`src/rtl/qpd_pkg.sv`:
```
// Package: shared types for the quarter-rate phase detector.
// Assumes: nothing; holds only the per-edge vote encoding.
package qpd_pkg;

    // Decision taken at one candidate data edge.
    typedef enum logic [1:0] {
        VOTE_NONE  = 2'b00,
        VOTE_LATE  = 2'b01,
        VOTE_EARLY = 2'b10
    } vote_t;

endpackage

```
`src/rtl/qpd_boundary.sv`:
```
// Module: qpd_boundary
// Keeps the last centre sample and the last edge sample of the previous
// window so that the edge which straddles two windows can be judged.
// Assumes: one full window is presented on every clock edge.
module qpd_boundary #(
    parameter int LANES = 4
) (
    input  logic               clk,
    input  logic               rst_n,
    input  logic [2*LANES-1:0] samples_i,
    output logic               last_d_o,
    output logic               last_e_o
);
    localparam int LAST_D = 2*LANES - 2;
    localparam int LAST_E = 2*LANES - 1;

    // Capture the tail of the current window for use in the next one.
    always_ff @(posedge clk) begin
        if (!rst_n) begin
            last_d_o <= 1'b0;
            last_e_o <= 1'b0;
        end else begin
            last_d_o <= samples_i[LAST_D];
            last_e_o <= samples_i[LAST_E];
        end
    end

    // the held centre and edge samples are those of the previous window
    p_hold_last_r3: assert property (@(posedge clk)
        rst_n |=> (last_d_o == $past(samples_i[LAST_D])) &&
                  (last_e_o == $past(samples_i[LAST_E])));

    // reset clears the boundary samples
    p_bound_clear_r7: assert property (@(posedge clk)
        !rst_n |=> (!last_d_o && !last_e_o));

endmodule

```
`src/rtl/qpd_edge_vote.sv`:
```
// Module: qpd_edge_vote
// Judges one candidate data edge from the centre sample before it, the
// sample taken near the boundary, and the centre sample after it.
// Assumes: the three samples belong to consecutive sampling phases.
module qpd_edge_vote
    import qpd_pkg::*;
(
    input  logic  d_lo_i,
    input  logic  e_mid_i,
    input  logic  d_hi_i,
    output vote_t vote_o
);
    // Early/late decision: the boundary sample shows which side it fell on.
    always_comb begin
        if (d_lo_i == d_hi_i)
            vote_o = VOTE_NONE;
        else if (e_mid_i != d_lo_i)
            vote_o = VOTE_LATE;
        else
            vote_o = VOTE_EARLY;
    end

endmodule

```
`src/rtl/qpd_vote_sum.sv`:
```
// Module: qpd_vote_sum
// Adds the per-edge votes of one window into a signed net error.
// Assumes: ERR_W is wide enough for the range -LANES..+LANES.
module qpd_vote_sum
    import qpd_pkg::*;
#(
    parameter int LANES = 4,
    parameter int ERR_W = 4
) (
    input  logic [2*LANES-1:0]       votes_i,
    output logic signed [ERR_W-1:0]  sum_o
);
    // Count late votes up and early votes down.
    always_comb begin
        int acc;
        acc = 0;
        for (int j = 0; j < LANES; j++) begin
            case (vote_t'(votes_i[2*j +: 2]))
                VOTE_LATE:  acc = acc + 1;
                VOTE_EARLY: acc = acc - 1;
                default:    acc = acc;
            endcase
        end
        sum_o = ERR_W'(acc);
    end

endmodule

```
`src/rtl/qpd_top.sv`:
```
// Module: qpd_top
// Quarter-rate bang-bang phase detector with 1:4 demultiplexer. Each clock
// takes 2*LANES interleaved samples (even = bit centre, odd = boundary
// after that bit). It registers the centre bits as parallel data and the
// net early/late vote as a signed error plus up/down flags.
// Assumes: a full window arrives on every clock edge; bit 0 is the earliest.
module qpd_top
    import qpd_pkg::*;
#(
    parameter int LANES = 4,
    parameter int ERR_W = $clog2(LANES + 1) + 1
) (
    input  logic                     clk,
    input  logic                     rst_n,
    input  logic [2*LANES-1:0]       samples_i,
    output logic [LANES-1:0]         data_o,
    output logic signed [ERR_W-1:0]  err_o,
    output logic                     up_o,
    output logic                     dn_o
);
    localparam int EXT_W = 2*LANES + 2;

    logic                    last_d;
    logic                    last_e;
    logic [EXT_W-1:0]        ext;
    logic [LANES-1:0]        centers;
    logic [2*LANES-1:0]      votes;
    logic signed [ERR_W-1:0] net;

    qpd_boundary #(.LANES(LANES)) u_bound (
        .clk       (clk),
        .rst_n     (rst_n),
        .samples_i (samples_i),
        .last_d_o  (last_d),
        .last_e_o  (last_e)
    );

    // Extended window: held tail of the previous window, then the new one.
    always_comb ext = {samples_i, last_e, last_d};

    genvar g;
    generate
        for (g = 0; g < LANES; g++) begin : g_lane
            // Pick out the centre sample of bit g.
            always_comb centers[g] = samples_i[2*g];

            vote_t v;
            qpd_edge_vote u_vote (
                .d_lo_i  (ext[2*g]),
                .e_mid_i (ext[2*g+1]),
                .d_hi_i  (ext[2*g+2]),
                .vote_o  (v)
            );
            // Pack the vote into the flat vote vector.
            always_comb votes[2*g +: 2] = v;
        end
    endgenerate

    qpd_vote_sum #(.LANES(LANES), .ERR_W(ERR_W)) u_sum (
        .votes_i (votes),
        .sum_o   (net)
    );

    // Output registers: one cycle of latency for data, error and flags.
    always_ff @(posedge clk) begin
        if (!rst_n) begin
            data_o <= '0;
            err_o  <= '0;
            up_o   <= 1'b0;
            dn_o   <= 1'b0;
        end else begin
            data_o <= centers;
            err_o  <= net;
            up_o   <= (net > 0);
            dn_o   <= (net < 0);
        end
    end

    // data word is the previous window's centre samples
    p_data_lat_r1: assert property (@(posedge clk)
        rst_n |=> (data_o == $past(centers)));

    // net error stays within -LANES..+LANES
    p_err_range_r4: assert property (@(posedge clk) disable iff (!rst_n)
        (int'(err_o) <= LANES) && (int'(err_o) >= -LANES));

    // a window without any transition yields zero error
    p_quiet_zero_r5: assert property (@(posedge clk)
        (rst_n && (centers == {LANES{last_d}})) |=> (err_o == '0));

    // flags are exclusive and agree with the error sign
    p_updn_excl_r6: assert property (@(posedge clk) disable iff (!rst_n)
        !(up_o && dn_o));
    p_up_sign_r6: assert property (@(posedge clk) disable iff (!rst_n)
        up_o |-> (err_o > 0));
    p_dn_sign_r6: assert property (@(posedge clk) disable iff (!rst_n)
        dn_o |-> (err_o < 0));

    // reset clears every output
    p_reset_clear_r7: assert property (@(posedge clk)
        !rst_n |=> ((data_o == '0) && (err_o == '0) && !up_o && !dn_o));

endmodule

```
`config.mk`:
```
export PLATFORM = sky130hd
export DESIGN_NAME = qpd_top
export DESIGN_NICKNAME = d
export VERILOG_FILES = /design/src/rtl/qpd_pkg.sv /design/src/rtl/qpd_boundary.sv /design/src/rtl/qpd_edge_vote.sv /design/src/rtl/qpd_vote_sum.sv /design/src/rtl/qpd_top.sv
export SDC_FILE = /design/constraint.sdc
export NUM_CORES = 1
export LEC_CHECK = 0
export ABC_CLOCK_PERIOD_IN_PS = 5700
export BUFFER_PORTS_ARGS = -buffer_cell sky130_fd_sc_hd__buf_2
export CORE_ASPECT_RATIO = 1.25
export CORE_MARGIN = 1
export CORE_UTILIZATION = 36
export CTS_CLUSTER_SIZE = 10
export DETAILED_ROUTE_END_ITERATION = 12
export GPL_TIMING_DRIVEN = 0
export HOLD_SLACK_MARGIN = 0.1
export PLACE_DENSITY = 0.62
export SLEW_MARGIN = 40
export SYNTH_ARGS = -nofsm -noshare
export SYNTH_HDL_FRONTEND = slang
export SYNTH_SLANG_ARGS = --single-unit
```
`constraint.sdc`:
```
create_clock -name clk -period 5.7 [get_ports clk]
set_input_delay 0 -clock clk [delete_from_list [all_inputs] [get_ports clk]]
set_output_delay 0 -clock clk [all_outputs]
set_load 0.03 [all_outputs]
```
==> flow_summary.ini <==
[status]
status = finished clean

[global_routing]
antenna_found_initial = 0
grt_max_degree = 11
grt_overflow = 0
grt_pass1_wl_microns = 3020
track_usage_pct = 14.6
grt_pass1_vias = 748

[power]
combPwrFrac_pct = 49.8
pwr-share-clk_pct = 21.5
power_mw = 0.286
power.internal_mw = 0.178
seq_power_share_pct = 28.6
peakVddDrop_uv = 176
p_switching_mw = 0.108
swShare_pct = 37.8
p_leak_nw = 0.548
p_per_area_nw_per_um2 = 243

[logic_synthesis]
synth_commonest_cells = dfxtp_1 (10), and2_1 (7), nor2_1 (7), xor2_1 (7), o21ai_0 (6)
syn_avg_cell_area_sq_um = 8.70
synth-main-ff-cell = dfxtp_1
yosys.cell_types.count = 44
yosys.area.top_type = dfxtp_1
synth_enable_flop_cells = 0
yosysSeqAreaShare_pct = 20.9
yosysMostFrequentCell = dfxtp_1
syn_inst = 110
yosys.area.top_type_share_pct = 20.9
synth-seq-cells = 10
synth.area.top_cells = dfxtp_1 (21%), ha_1 (6.5%), xor2_1 (6.4%), and2_1 (4.6%), fa_1 (4.2%)
synth_warnings = 0
syn-cell-area_sq_um = 957
synthArstFlopShare_pct = 0
syn_nets = 127

[setup_path]
end_kind = flop
required_ns = 5.84
rr_endpoint = up_o
crit_chain = buf_4 -> xnor2_1 -> a21oi_1 -> ha_1 -> nor2_1 -> o21ai_0 -> o21a_1 -> inv_1 -> fa_1 -> xor2_1 -> mux2i_1 -> a21o_2 -> nand2_1 -> ha_1 -> xor2_1 -> o21ai_0 -> a31oi_2 -> o32ai_1 -> mux2i_1
cp_max_fo = 10
timing.rr.start = data_o[3]
ff2ff_setup_slack_ns = 1.78
start_kind = flop
ff2ff_path_depth = 19
cp_slowest_cell = fa_1
critPathKind = flop to flop
crit_family = compound AO/OA/AOI/OAI gates
cp_num_buf_inv = 2
cp.arrival_ns = 4.06
slowest_delay_ns = 0.40

[clocking]
htree_levels = 1
cts_resized = 0
path_clk_slew_ns = 0.06
cts_tree = built
insertion_delay_ns = 0.26
cts_sinks = 10
cts_buffer_depth = 2
numCtsBuffers = 3
cts-root-buf = clkbuf_4

[sta]
max_freq_ghz = 0.255
layout_setup_ws_ns = 1.78
setup_viol = 0
post-route-period-util_pct = 68.7
fin_skew_ns = 0.000748
finalHoldViolCount = 0
slew_viol_final = 0
rsz0062_at_grt = no
slew_headroom_pct = 65.8
min_period_ns = 3.92
tightest_slew_ns = 0.507
finalSetupTns_ns = 0

[floorplanning]
core_area_sq_um = 2480
core.rowCount = 20
die_w_microns = 48.1
die_y_microns = 59.7
die-area_sq_um = 2870
ios = 20
start_util_pct = 38.6

[layout]
fillers = 250
diodes = 0
nNetsFinal = 155
area_growth_pct = 23.3
regArea_sq_um = 200
multi_input_area_sq_um = 688
layout.cells.non_filler = 170
drive_gt1_share_pct = 29.2
stdcell_area_sq_um = 1180

[detailed_routing]
avgViaCountPerCell = 4.84
drt_first_pass_iters = 4
drt-total-wl_microns = 1800
vias = 823
drc = 0
drtAntennaViolNets = 0
drtIter0Drc = 16
avgRoutedWirePerCell_microns = 10.6

[placement]
gp_congestion = 0.763
dp_slack_ns = 1.78
hpwl_microns = 1390
portBuffers = 17
dpl_cell_area_sq_um = 1080
dp_cells = 160

[hold_path]
worstHoldPathCells = 3
hp-start = samples_i[0]
min_to = data_o[0]
hp-class = input port to flop

[job]
cap_violations = 0
through the flow:
stage | utilization [%] | hold WS, ns
3_3_place_gp | 43.7 | 0.208
3_5_place_dp | 43.7 | 0.212
4_1_cts | 47.6 | 0.221
6_report | 47.6 | 0.226
2_1_floorplan | - | 0.122
5_1_grt | 47.6 | 0.219
power by group through the flow:
stage / combinational, mW / sequential [mW] / clock, mW
global route: 0.159 / 0.0831 / 0.0696
finish: 0.143 / 0.0820 / 0.0616
detailed placement: 0.140 / 0.0836 / 0
global placement: 0.137 / 0.0836 / 0
CTS: 0.144 / 0.0821 / 0.0645
floorplan: 0.0926 / 0.103 / 0
worst min-delay path: cells and delay by family:
family	cells	cell delay, ns
AND/OR/NAND/NOR	1	0.15
buffers and inverters	2	0.28
routing by layer:
metal  track usage, %  part of all wire, %  vias to the layer above
met5                0                    0                        -
met1             17.1                   44                      372
met4             2.38                    0                        0
met2             25.1                   52                       15
li1                 -                    -                      436
met3             5.44                  4.0                        0
state kept, by name, summed over array words and instances (netlist names):
register          count
u_bound.last_e_o      1
data_o                4
err_o                 4
up_o                  1
cell type report:
cell class | count | area share, %
clock buffers | 4 | 3.08
well taps | 33 | 3.50
flip-flops and latches | 10 | 17.0
multi-input cells | 88 | 58.3
inverters | 4 | 1.27
plain buffers | 8 | 4.56
repair buffers | 23 | 12.3
worst max-delay path by stage:
stage,endpoint,depth (start not counted),from
4_1_cts,up_o,19,data_o[3]
2_1_floorplan,up_o,21,data_o[3]
5_1_grt,up_o,19,data_o[3]
6_report,up_o,19,data_o[3]
3_3_place_gp,up_o,19,data_o[3]
3_5_place_dp,up_o,19,data_o[3]
layout by cell type (no fill, tap or decap), types with 2 or more instances in the layout:
master         count
buf_2             21
dfxtp_1           10
xor2_1             7
nor2_1             7
and2_1             7
o21ai_0            6
dlygate4sd3_1      6
a21oi_1            5
nand2_1            5
ha_1               5
xnor2_1            4
inv_1              4
nand2b_1           4
mux2i_1            4
buf_4              3
nand3b_1           3
clkbuf_4           3
o21a_1             2
nand3_1            2
fa_1               2
repair_timing:
item                                   in CTS  in global routing
setup buffers                               0                  0
endpoints found under the hold margin       8                  0
hold buffers                                6                  0
setup endpoints to repair                   0                  0
cell families (layout without fill, tap and decap cells):
| kind of cell | count (synthesis) | count (layout) | synth area share [%] |
|---|---|---|---|
| simple gates | 38 | 38 | 25.0 |
| buf+inv | 12 | 39 | 7.19 |
| fa+ha+maj | 7 | 7 | 10.7 |
| compound gates | 27 | 27 | 20.8 |
| mux | 5 | 5 | 5.36 |
| xor+xnor | 11 | 11 | 10.1 |
| flops | 10 | 10 | 20.9 |
No activity file was read; power rests on OpenSTA's default activity.
